<file path="src/rtl/ibw_pkg.sv">
// Package: shared field positions and register-select encoding for the
// inbound address translation windows.
// Assumes the control-register fields all fit below the minimum window size.
package ibw_pkg;

    // Field layout of a window control register
    localparam int IBW_CNT_LSB = 4;  // bit count field starts here
    localparam int IBW_CNT_W   = 6;  // bit count field width
    localparam int IBW_ACC_BIT = 0;  // access flag position

    // Register choice inside one window (reg_addr[0])
    typedef enum logic {
        SEL_BASE = 1'b0,
        SEL_CTRL = 1'b1
    } ibw_sel_e;

endpackage

</file>
<file path="src/rtl/ibw_regs.sv">
// Module: ibw_regs
// Holds the per-window base and control registers and the global enable
// register, and provides a write port with combinational read-back.
// Assumes: NUM_WIN >= 2, MIN_LOG2 > control field top bit, synchronous
// active-low reset. The register select is {global, window[WIN_IW-1:0], sel}.
module ibw_regs
    import ibw_pkg::*;
#(
    parameter int AW       = 32,
    parameter int NUM_WIN  = 4,
    parameter int MIN_LOG2 = 10,
    localparam int WIN_IW  = $clog2(NUM_WIN),
    localparam int RA_W    = WIN_IW + 2,
    localparam int HI_W    = AW - MIN_LOG2
) (
    input  logic                               clk,
    input  logic                               rst_n,
    input  logic                               reg_wr,
    input  logic [RA_W-1:0]                    reg_addr,
    input  logic [AW-1:0]                      reg_wdata,
    output logic [AW-1:0]                      reg_rdata,
    output logic [NUM_WIN-1:0][HI_W-1:0]       base_hi,
    output logic [NUM_WIN-1:0][HI_W-1:0]       sys_hi,
    output logic [NUM_WIN-1:0][IBW_CNT_W-1:0]  cnt,
    output logic [NUM_WIN-1:0]                 acc,
    output logic [NUM_WIN-1:0]                 gen
);

    localparam logic [WIN_IW:0] NW_C = (WIN_IW + 1)'(NUM_WIN);

    logic              is_glob;
    logic [WIN_IW-1:0] win_sel;
    ibw_sel_e          reg_sel;
    logic              win_ok;
    logic              unused_wbits;

    // Split the register select into its fields
    always_comb begin
        is_glob = reg_addr[RA_W-1];
        win_sel = reg_addr[WIN_IW:1];
        reg_sel = ibw_sel_e'(reg_addr[0]);
        win_ok  = ({1'b0, win_sel} < NW_C);
    end

    // Reserved control bits between the access flag and the count field
    assign unused_wbits = ^reg_wdata[IBW_CNT_LSB-1:IBW_ACC_BIT+1];

    // Register storage: reset clears everything, a write updates one register
    always_ff @(posedge clk) begin
        if (!rst_n) begin
            base_hi <= '0;
            sys_hi  <= '0;
            cnt     <= '0;
            acc     <= '0;
            gen     <= '0;
        end else if (reg_wr) begin
            if (is_glob) begin
                gen <= reg_wdata[NUM_WIN-1:0];
            end else if (win_ok) begin
                if (reg_sel == SEL_BASE) begin
                    base_hi[win_sel] <= reg_wdata[AW-1:MIN_LOG2];
                end else begin
                    sys_hi[win_sel] <= reg_wdata[AW-1:MIN_LOG2];
                    cnt[win_sel]    <= reg_wdata[IBW_CNT_LSB +: IBW_CNT_W];
                    acc[win_sel]    <= reg_wdata[IBW_ACC_BIT];
                end
            end
        end
    end

    // Read mux: assemble the addressed register, zeros in unused bits
    always_comb begin
        reg_rdata = '0;
        if (is_glob) begin
            reg_rdata[NUM_WIN-1:0] = gen;
        end else if (win_ok) begin
            if (reg_sel == SEL_BASE) begin
                reg_rdata[AW-1:MIN_LOG2] = base_hi[win_sel];
            end else begin
                reg_rdata[AW-1:MIN_LOG2]              = sys_hi[win_sel];
                reg_rdata[IBW_CNT_LSB +: IBW_CNT_W]   = cnt[win_sel];
                reg_rdata[IBW_ACC_BIT]                = acc[win_sel];
            end
        end
    end

    // A control write lands in the addressed window's count next cycle
    AST_CTRL_WRITE_LANDS: assert property (@(posedge clk) disable iff (!rst_n)
        (reg_wr && !is_glob && win_ok && reg_sel == SEL_CTRL)
        |=> cnt[$past(win_sel)] == $past(reg_wdata[IBW_CNT_LSB +: IBW_CNT_W]));

    // A global enable write is copied into the enable bits
    AST_GEN_WRITE_LANDS: assert property (@(posedge clk) disable iff (!rst_n)
        (reg_wr && is_glob) |=> gen == $past(reg_wdata[NUM_WIN-1:0]));

endmodule

</file>
<file path="src/rtl/ibw_window.sv">
// Module: ibw_window
// Match and translate logic for one window. Builds the upper-bit mask from
// the bit count, compares the inbound address with the PCI base under the
// mask, and forms the translated address from the system base and offset.
// Assumes: bases are stored above MIN_LOG2 and the low bits are zero.
module ibw_window
    import ibw_pkg::*;
#(
    parameter int AW       = 32,
    parameter int MIN_LOG2 = 10,
    localparam int HI_W    = AW - MIN_LOG2
) (
    input  logic                 clk,
    input  logic                 rst_n,
    input  logic [AW-1:0]        addr,
    input  logic [HI_W-1:0]      base_hi,
    input  logic [HI_W-1:0]      sys_hi,
    input  logic [IBW_CNT_W-1:0] cnt,
    input  logic                 acc,
    input  logic                 gen,
    output logic                 hit,
    output logic [AW-1:0]        xaddr
);

    localparam logic [IBW_CNT_W-1:0] MAX_C = IBW_CNT_W'(HI_W);

    logic [AW-1:0] hi_mask;
    logic [AW-1:0] full_base;
    logic [AW-1:0] full_sys;
    logic          cnt_legal;

    // Mask with the top cnt bits set; stored bases widened to full addresses
    always_comb begin
        hi_mask   = ~({AW{1'b1}} >> cnt);
        full_base = {base_hi, {MIN_LOG2{1'b0}}};
        full_sys  = {sys_hi,  {MIN_LOG2{1'b0}}};
        cnt_legal = (cnt != '0) && (cnt <= MAX_C);
    end

    // Claim decision and upper-bit substitution
    always_comb begin
        hit   = gen && acc && cnt_legal && (((addr ^ full_base) & hi_mask) == '0);
        xaddr = (full_sys & hi_mask) | (addr & ~hi_mask);
    end

    // An illegal count never lets the window claim
    AST_BAD_COUNT_NO_HIT: assert property (@(posedge clk) disable iff (!rst_n)
        (cnt == '0 || cnt > MAX_C) |-> !hit);

    // A disabled window never claims
    AST_DISABLED_NO_HIT: assert property (@(posedge clk) disable iff (!rst_n)
        (!gen || !acc) |-> !hit);

    // The offset bits below the minimum window always pass through
    AST_OFFSET_KEPT: assert property (@(posedge clk) disable iff (!rst_n)
        hit |-> xaddr[MIN_LOG2-1:0] == addr[MIN_LOG2-1:0]);

endmodule

</file>
<file path="src/rtl/ibw_pick.sv">
// Module: ibw_pick
// Priority selection among the per-window hits (lowest index wins) and
// the single output register stage.
// Assumes: hit and xaddr are combinational from the current inbound address.
module ibw_pick #(
    parameter int AW      = 32,
    parameter int NUM_WIN = 4,
    localparam int WIN_IW = $clog2(NUM_WIN)
) (
    input  logic                         clk,
    input  logic                         rst_n,
    input  logic                         in_valid,
    input  logic [NUM_WIN-1:0]           hit,
    input  logic [NUM_WIN-1:0][AW-1:0]   xaddr,
    output logic                         out_valid,
    output logic                         out_miss,
    output logic [WIN_IW-1:0]            out_win,
    output logic [AW-1:0]                out_addr
);

    logic              found;
    logic [WIN_IW-1:0] sel;
    logic [AW-1:0]     sel_addr;
    logic [NUM_WIN-1:0] below;

    // Scan from the top down so the lowest claiming window is kept last
    always_comb begin
        found    = 1'b0;
        sel      = '0;
        sel_addr = '0;
        for (int i = NUM_WIN - 1; i >= 0; i--) begin
            if (hit[i]) begin
                found    = 1'b1;
                sel      = WIN_IW'(i);
                sel_addr = xaddr[i];
            end
        end
    end

    // Windows numbered below the selected one
    assign below = (NUM_WIN'(1) << sel) - NUM_WIN'(1);

    // Output stage: register result, zero index and address unless claimed
    always_ff @(posedge clk) begin
        if (!rst_n) begin
            out_valid <= 1'b0;
            out_miss  <= 1'b0;
            out_win   <= '0;
            out_addr  <= '0;
        end else begin
            out_valid <= in_valid && found;
            out_miss  <= in_valid && !found;
            out_win   <= (in_valid && found) ? sel : '0;
            out_addr  <= (in_valid && found) ? sel_addr : '0;
        end
    end

    // No claiming window lies below the selected one
    AST_LOWEST_WINS: assert property (@(posedge clk) disable iff (!rst_n)
        found |-> (hit & below) == '0);

    // A miss carries no index and no address
    AST_MISS_ZERO: assert property (@(posedge clk) disable iff (!rst_n)
        out_miss |-> (out_win == '0 && out_addr == '0));

    // Hit and miss are never reported together
    AST_VALID_MISS_EXCL: assert property (@(posedge clk) disable iff (!rst_n)
        !(out_valid && out_miss));

endmodule

</file>
<file path="src/rtl/inbound_window_xlate.sv">
// Module: inbound_window_xlate (top)
// Bank of programmable inbound address windows: registers, one match and
// translate unit per window, priority pick and one output register stage.
// Assumes: synchronous active-low reset, register writes take effect on the
// following cycle, and a window's base is aligned to its size.
module inbound_window_xlate
    import ibw_pkg::*;
#(
    parameter int AW       = 32,
    parameter int NUM_WIN  = 4,
    parameter int MIN_LOG2 = 10,
    localparam int WIN_IW  = $clog2(NUM_WIN),
    localparam int RA_W    = WIN_IW + 2,
    localparam int HI_W    = AW - MIN_LOG2
) (
    input  logic              clk,
    input  logic              rst_n,
    input  logic              reg_wr,
    input  logic [RA_W-1:0]   reg_addr,
    input  logic [AW-1:0]     reg_wdata,
    output logic [AW-1:0]     reg_rdata,
    input  logic              in_valid,
    input  logic [AW-1:0]     in_addr,
    output logic              out_valid,
    output logic              out_miss,
    output logic [WIN_IW-1:0] out_win,
    output logic [AW-1:0]     out_addr
);

    logic [NUM_WIN-1:0][HI_W-1:0]      base_hi;
    logic [NUM_WIN-1:0][HI_W-1:0]      sys_hi;
    logic [NUM_WIN-1:0][IBW_CNT_W-1:0] cnt;
    logic [NUM_WIN-1:0]                acc;
    logic [NUM_WIN-1:0]                gen;
    logic [NUM_WIN-1:0]                hit;
    logic [NUM_WIN-1:0][AW-1:0]        xaddr;

    ibw_regs #(
        .AW(AW), .NUM_WIN(NUM_WIN), .MIN_LOG2(MIN_LOG2)
    ) u_regs (
        .clk(clk), .rst_n(rst_n),
        .reg_wr(reg_wr), .reg_addr(reg_addr),
        .reg_wdata(reg_wdata), .reg_rdata(reg_rdata),
        .base_hi(base_hi), .sys_hi(sys_hi), .cnt(cnt), .acc(acc), .gen(gen)
    );

    for (genvar g = 0; g < NUM_WIN; g++) begin : g_win
        ibw_window #(
            .AW(AW), .MIN_LOG2(MIN_LOG2)
        ) u_win (
            .clk(clk), .rst_n(rst_n),
            .addr(in_addr),
            .base_hi(base_hi[g]), .sys_hi(sys_hi[g]),
            .cnt(cnt[g]), .acc(acc[g]), .gen(gen[g]),
            .hit(hit[g]), .xaddr(xaddr[g])
        );
    end

    ibw_pick #(
        .AW(AW), .NUM_WIN(NUM_WIN)
    ) u_pick (
        .clk(clk), .rst_n(rst_n),
        .in_valid(in_valid), .hit(hit), .xaddr(xaddr),
        .out_valid(out_valid), .out_miss(out_miss),
        .out_win(out_win), .out_addr(out_addr)
    );

    // An idle cycle produces no result one clock later
    AST_IDLE_QUIET: assert property (@(posedge clk) disable iff (!rst_n)
        !in_valid |=> (!out_valid && !out_miss));

    // Every presented access produces exactly one result one clock later
    AST_ONE_RESULT: assert property (@(posedge clk) disable iff (!rst_n)
        in_valid |=> (out_valid || out_miss));

endmodule

</file>
<file path="config.mk">
export PLATFORM = sky130hd
export DESIGN_NAME = inbound_window_xlate
export DESIGN_NICKNAME = d
export VERILOG_FILES = /design/src/rtl/ibw_pkg.sv /design/src/rtl/ibw_regs.sv /design/src/rtl/ibw_window.sv /design/src/rtl/ibw_pick.sv /design/src/rtl/inbound_window_xlate.sv
export SDC_FILE = /design/constraint.sdc
export NUM_CORES = 1
export LEC_CHECK = 0
export CORE_MARGIN = 2
export CORE_UTILIZATION = 58
export CTS_CLUSTER_DIAMETER = 50
export DETAILED_ROUTE_END_ITERATION = 7
export DONT_BUFFER_PORTS = 1
export GPL_TIMING_DRIVEN = 0
export PLACE_DENSITY = 0.74
export SLEW_MARGIN = 30
export SYNTH_ARGS = -nofsm -noshare
export SYNTH_HDL_FRONTEND = slang
export SYNTH_HIERARCHICAL = 1
export SYNTH_SLANG_ARGS = --single-unit
</file>
<file path="constraint.sdc">
create_clock -name clk -period 3.1 [get_ports clk]
set_input_delay 0 -clock clk [delete_from_list [all_inputs] [get_ports clk]]
set_output_delay 0 -clock clk [all_outputs]
set_load 0.05 [all_outputs]
</file>
-- Word level (Yosys, flattened, before mapping)
Index checks and enable logic that the tools add are counted.
- shifts and indexed selects: 4
- bitwise gates (word level): 32
- $lt $le $gt $ge: 6
- reduce and logical (&&, ||, !) cells: 34
- muxes and demuxes: 35
- operators with widths (cell ; number):
    $and A32 B32 Y32 ; 12
    $not A32 Y32 ; 8
    $bwmux W88 ; 2
    $logic_not A32 Y1 ; 4
    $mux W32 ; 4
    $or A32 B32 Y32 ; 4
    $shr A32 B6 Y32 const A ; 4
    $xor A32 B32 Y32 ; 4
    $bmux W22 S2 ; 2
    $mux W22 ; 4
    $demux W22 S2 ; 1
    $mux W28 ; 1
    $bwmux W24 ; 1
    $le A6 B5 Y1 const B ; 4
    $reduce_bool A6 Y1 ; 4
    $logic_and A1 B1 Y1 ; 19
    $mux W6 ; 3
    $bmux W6 S2 ; 1
    $demux W6 S2 ; 1
    $mux W1 ; 9
    $reduce_and A3 Y1 ; 2
    $bwmux W4 ; 1
    $mux W2 ; 2
    $not A1 Y1 ; 4
    9 further kinds ; 10
- logic and storage cells: 130
- input bits: 72
- output and inout bits: 68
- flip-flop bits (word level): 244

-- Longest topological paths before layout
- depth in word-level cells: 12
- gate-level depth with buffers: 13
- mapped depth without buffers: 8

-- By module
Netlist, hierarchy kept.
- modules (own cells, without submodules) (module ; area an instance (um2) ; cells an instance ; seq. area each (um2) ; instances):
    ibw_regs ; 10232.3 ; 1160 ; 4164.0 ; 1
    ibw_window ; 1001.0 ; 143 ; 0.0 ; 4
    ibw_pick ; 1587.8 ; 167 ; 720.7 ; 1

-- Worst setup path after synthesis
OpenSTA, ideal clock, no wires.
- path type: register to register
- from: register u_regs/cnt[14] (netlist name)
- to: register u_pick.out_addr[14]
- setup time: 0.137 ns
- data required time: 2.963 ns
- arrival: 2.534 ns
- cell stages (with the launch flop): 13
- buffers on the path: 4
- period minus slack after synthesis: 2.670 ns
- slack: 0.430 ns
- cell sequence: dfxtp_1 > buf_6 > or4_4 > nor3b_2 > o221ai_1 > nor4_1 > o2111a_1 > buf_2 > nor2b_1 > clkbuf_1 > buf_6 > a221oi_1 > nor3_1
- longest elaborated chain between the ends: 10
- elaborated cells on any way between the ends: 21
- classes of those cells: order compare: 1; shift: 1; mux: 6; bitwise: 6; reduce/logical: 7
- ends and longest elaborated chain (what ; RTL line ; text):
    from (decl) ; ibw_regs.sv:24 ; output logic [NUM_WIN-1:0][IBW_CNT_W-1:0] cnt,
    from (signal, indexed assignment) ; ibw_regs.sv:64 ; cnt[win_sel] <= reg_wdata[IBW_CNT_LSB +: IBW_CNT_W];
    $shr A32 B6 Y32 ; ibw_window.sv:34 ; hi_mask = ~({AW{1'b1}} >> cnt);
    $not A32 Y32 ; ibw_window.sv:34 ;
    $and A32 B32 Y32 ; ibw_window.sv:42 ; hit = gen && acc && cnt_legal && (((addr ^ full_base) & hi_mask) == '0);
    $logic_not A32 Y1 ; ibw_window.sv:42 ;
    $logic_and A1 B1 Y1 (*) ; ibw_window.sv:42 ;
    via hit[2] ; inbound_window_xlate.sv:35 ; logic [NUM_WIN-1:0] hit;
    $mux W1 (3 in a row) ; ibw_pick.sv:32 ; if (hit[i]) begin
    $logic_and A1 B1 Y1 ; ibw_pick.sv:54 ; out_addr <= (in_valid && found) ? sel_addr : '0;
    $reduce_and A2 Y1 (no line) ; -- ;
    to (signal assigned) ; ibw_pick.sv:54 ;
    to (decl) ; ibw_pick.sv:18 ; output logic [AW-1:0] out_addr
Mark *: on every way through the listed nets, which the timed path passes. The rest lies on a longest branch.
A chain may end at the register's enable or synchronous reset.

-- Worst setup path after layout
- from: register u_regs/cnt[6] (netlist name)
- to: register u_pick.out_addr[29]
- longest elaborated chain between the ends: 9
- elaborated cells on any way between the ends: 19
- classes of those cells: order compare: 1; shift: 1; mux: 4; bitwise: 6; reduce/logical: 7
- ends and longest elaborated chain (what ; RTL line):
    $shr A32 B6 Y32 ; ibw_window.sv:34
    $not A32 Y32 ; ibw_window.sv:34
    $and A32 B32 Y32 ; ibw_window.sv:42
    $logic_not A32 Y1 ; ibw_window.sv:42
    $logic_and A1 B1 Y1 (*) ; ibw_window.sv:42
    via hit[1] ; inbound_window_xlate.sv:35
    $mux W1 (2 in a row) ; ibw_pick.sv:32
    $logic_and A1 B1 Y1 ; ibw_pick.sv:54
    $reduce_and A2 Y1 (no line) ; --
Marked as above.

==> run metrics <==
Area Growth Syn to Fin 18.76%; net count reported at finish ~2100; share of layout cells above drive strength 1 roughly 21%; YS warnings 6; ys flop type dfxtp_1; H-tree Lvls 1; Syn Nets about 2000; Clk pin slew, worst setup/hold paths about 0.060 ns; Tot GR Track Use 55.40%; CP arrival between 3 and 4 ns; EDFF count, synth 0; DR DRC count 2; asr flop ratio synth 0%; Worst setup EP type flop; largest net degree at the start of global routing 17; grt ovf 0; Buf/Inv on CP 3; Avg Inst Size Synth ~8.3 um^2; Die W approximately 170 um; Die H 169.2 um; final core occ between 60 and 70%; CTS tree yes; antenna viol nets, final 0; FMAX ~320 MHz; Root Buffer clkbuf_16; sequential cell area fraction in the yosys report between 30% and 40%; Final Slew Violations 0; Hold Fails Final Rpt 0; min Tclk post-route roughly 3.1 ns; Max clock buf depth 3; drt initial violations around 3700; fin area between 0.015 and 0.02 mm^2; relative slew slack about a quarter; Leak about 6.4 nW; Port Buffers 0; critical path's largest stage delay 0.53 ns; Worst Max-Slew Pin Slew 1.136 ns; DRT Wirelength slightly above 80000 um; Worst setup SP type flop; final setup violating endpoints 28; worst vdd ir a little under 600 uV; #FFs+latches synth about 240; pre-CTS setup slack -0.9739 ns; most common cell in the synthesized netlist dfxtp_1; Core ar. between 0.02 and 0.03 mm^2; antenna violations before repair 6; status complete, but fails checks; worst hold path class input pin to flop; crit path max fanout 10; slowest cell on the critical path or3_1; CP delay by family, top compound AO/OA/AOI/OAI gates; Synth top area share between 30 and 40%; via-per-instance ratio a little under 8; routed length per instance roughly 35 um; DP HPWL roughly 60000 um; CP required ~3.6 ns; TritonRoute pass-1 iters 8; WS Path Type flop to flop; Post-Syn Instances between 1500 and 2000; clk_skew ~0.035 ns; vias in the first global route 17174; Post-synth top cells 244 x dfxtp_1, 222 x o21ai_0, 213 x nand3_1; RePlAce Congestion roughly 1.2; Max-cap violations 0; num rows 60; synth top area cells dfxtp_1 31%, mux2_2 7.3%, a21boi_0 7.1%; via count 18273; I/O pins 140; first-pass GRT wire length 115400 um; area post-placement 0.01637 mm^2; unrepaired setup endpoints after global routing yes; starting density of the core 58.88%; die area ~0.029 mm^2; clk sinks between 200 and 250; Post-Route Setup TNS -0.4401 ns; Power, Total 7.973 mW; violated checks DRC, setup timing; Worst-Skew Late Latency roughly 0.60 ns; Netlist cell types 54; CTS Buf Count 28; Cell Pwr Density 424.2 mW/mm^2; post-synthesis instance area 0.01582 mm^2; Tcrit/Tclk final 101.5%; Synth area leader dfxtp_1; critical path, cell by cell or3_1 -> a21oi_4 -> buf_12 -> o22ai_2 -> nor4_2 -> o2111a_2 -> or2_1 -> buf_6 -> buf_4 -> a21oi_1 -> a211oi_2; final worst slack -0.04611 ns
## routing by layer
| metal | up-vias | track usage [%] | wire length [um] |
|---|---|---|---|
| li1 | 7230 | - | - |
| met1 | 8482 | 68.00 | 28360 |
| met2 | 1989 | 81.38 | 32690 |
| met3 | 570 | 18.89 | 12760 |
| met4 | 2 | 39.13 | 8418 |
| met5 | - | 0 | 18 |
## area by class of cell
type,count,area (um^2)
multi-input combinational,1415,10370
fill,2073,8083
sequential,244,4896
buffer,214,1156
timing repair buffer,86,848.3
clock buffer,39,832.0
tap,341,426.7
clock inverter,13,186.4
inverter,18,67.56
antenna,4,10.01
## cell families (layout without fill, tap and decap cells)
group | after synthesis | after routing | synth area share (%)
AOI/OAI and AO/OA | 684 | 684 | 28.34
buffers and inverters | 240 | 370 | 7.393
other | 0 | 4 | 0
DFF | 244 | 244 | 30.87
xor gates and xnor gates | 88 | 88 | 4.871
and+or+nand+nor | 512 | 512 | 17.10
muxes | 131 | 131 | 11.43
## state kept, by name (all words and copies together) (netlist names), 2 cells and up
register and count:
u_regs/acc 4, u_regs/base_hi 88, u_pick/out_win 2, u_regs/cnt 24, u_pick/out_addr 32, u_regs/gen 4, u_regs/sys_hi 88
## placed cells by master (no fill, tap or decap), drive strengths merged, types with 16 or more instances in the layout
cell type    synthesis  final
nor4                17     17
nand3              213    213
buf                 96    115
a221oi              31     31
xor2                40     40
nand2               57     57
o21a                24     24
mux2               102    102
a211oi              23     23
nor2                52     52
a21oi               49     49
nor3                58     58
o22ai               69     69
o21ai              222    222
mux4                29     29
nor2b               38     38
inv                 18     20
clkbuf             126    148
xnor2               48     48
dfxtp              244    244
dlygate4sd3          0     76
nand2b              16     16
a21boi             212    212
## path summary, 6_finish.rpt
kind,from,endpoint,slack [ns],depth (start not counted)
min,in_addr[29],u_pick/out_addr[29],0.04,4
min reg2reg,u_regs/acc[1],u_regs/acc[1],0.53,2
max reg2reg,u_regs/cnt[6],u_pick/out_addr[29],-0.05,11
max,u_regs/cnt[6],u_pick/out_addr[29],-0.05,11
## worst min-delay path, stage by stage
cell and delay, ns:
mux2_2 0.24, nor2_1 0.08, o2bb2ai_1 0.15, a211oi_2 0.07
## power breakdown
| part | switching [mW] | leakage, nW | internal, mW |
|---|---|---|---|
| combinational | 0.759 | 3.91 | 0.408 |
| clock | 1.49 | 0.499 | 2.07 |
| sequential | 0.0714 | 1.97 | 3.17 |
| total | 2.32 | 6.38 | 5.66 |
## per-stage QoR
step           hold slack, ns  instances
6_report              0.03822       2374
3_5_place_dp           0.1566       2240
5_1_grt               0.02597       2370
4_1_cts              0.002703       2369
2_1_floorplan          0.1432       1899
3_3_place_gp           0.1489       2240
## what timing repair did
action,4_1_cts,5_1_grt
hold buffers,76,0
endpoints found under the hold margin,244,0
pin swaps,7,8
buffers inserted,6,4
setup endpoints to repair,36,34
resized for setup,92,71
Power figures use the tool's default switching activity.
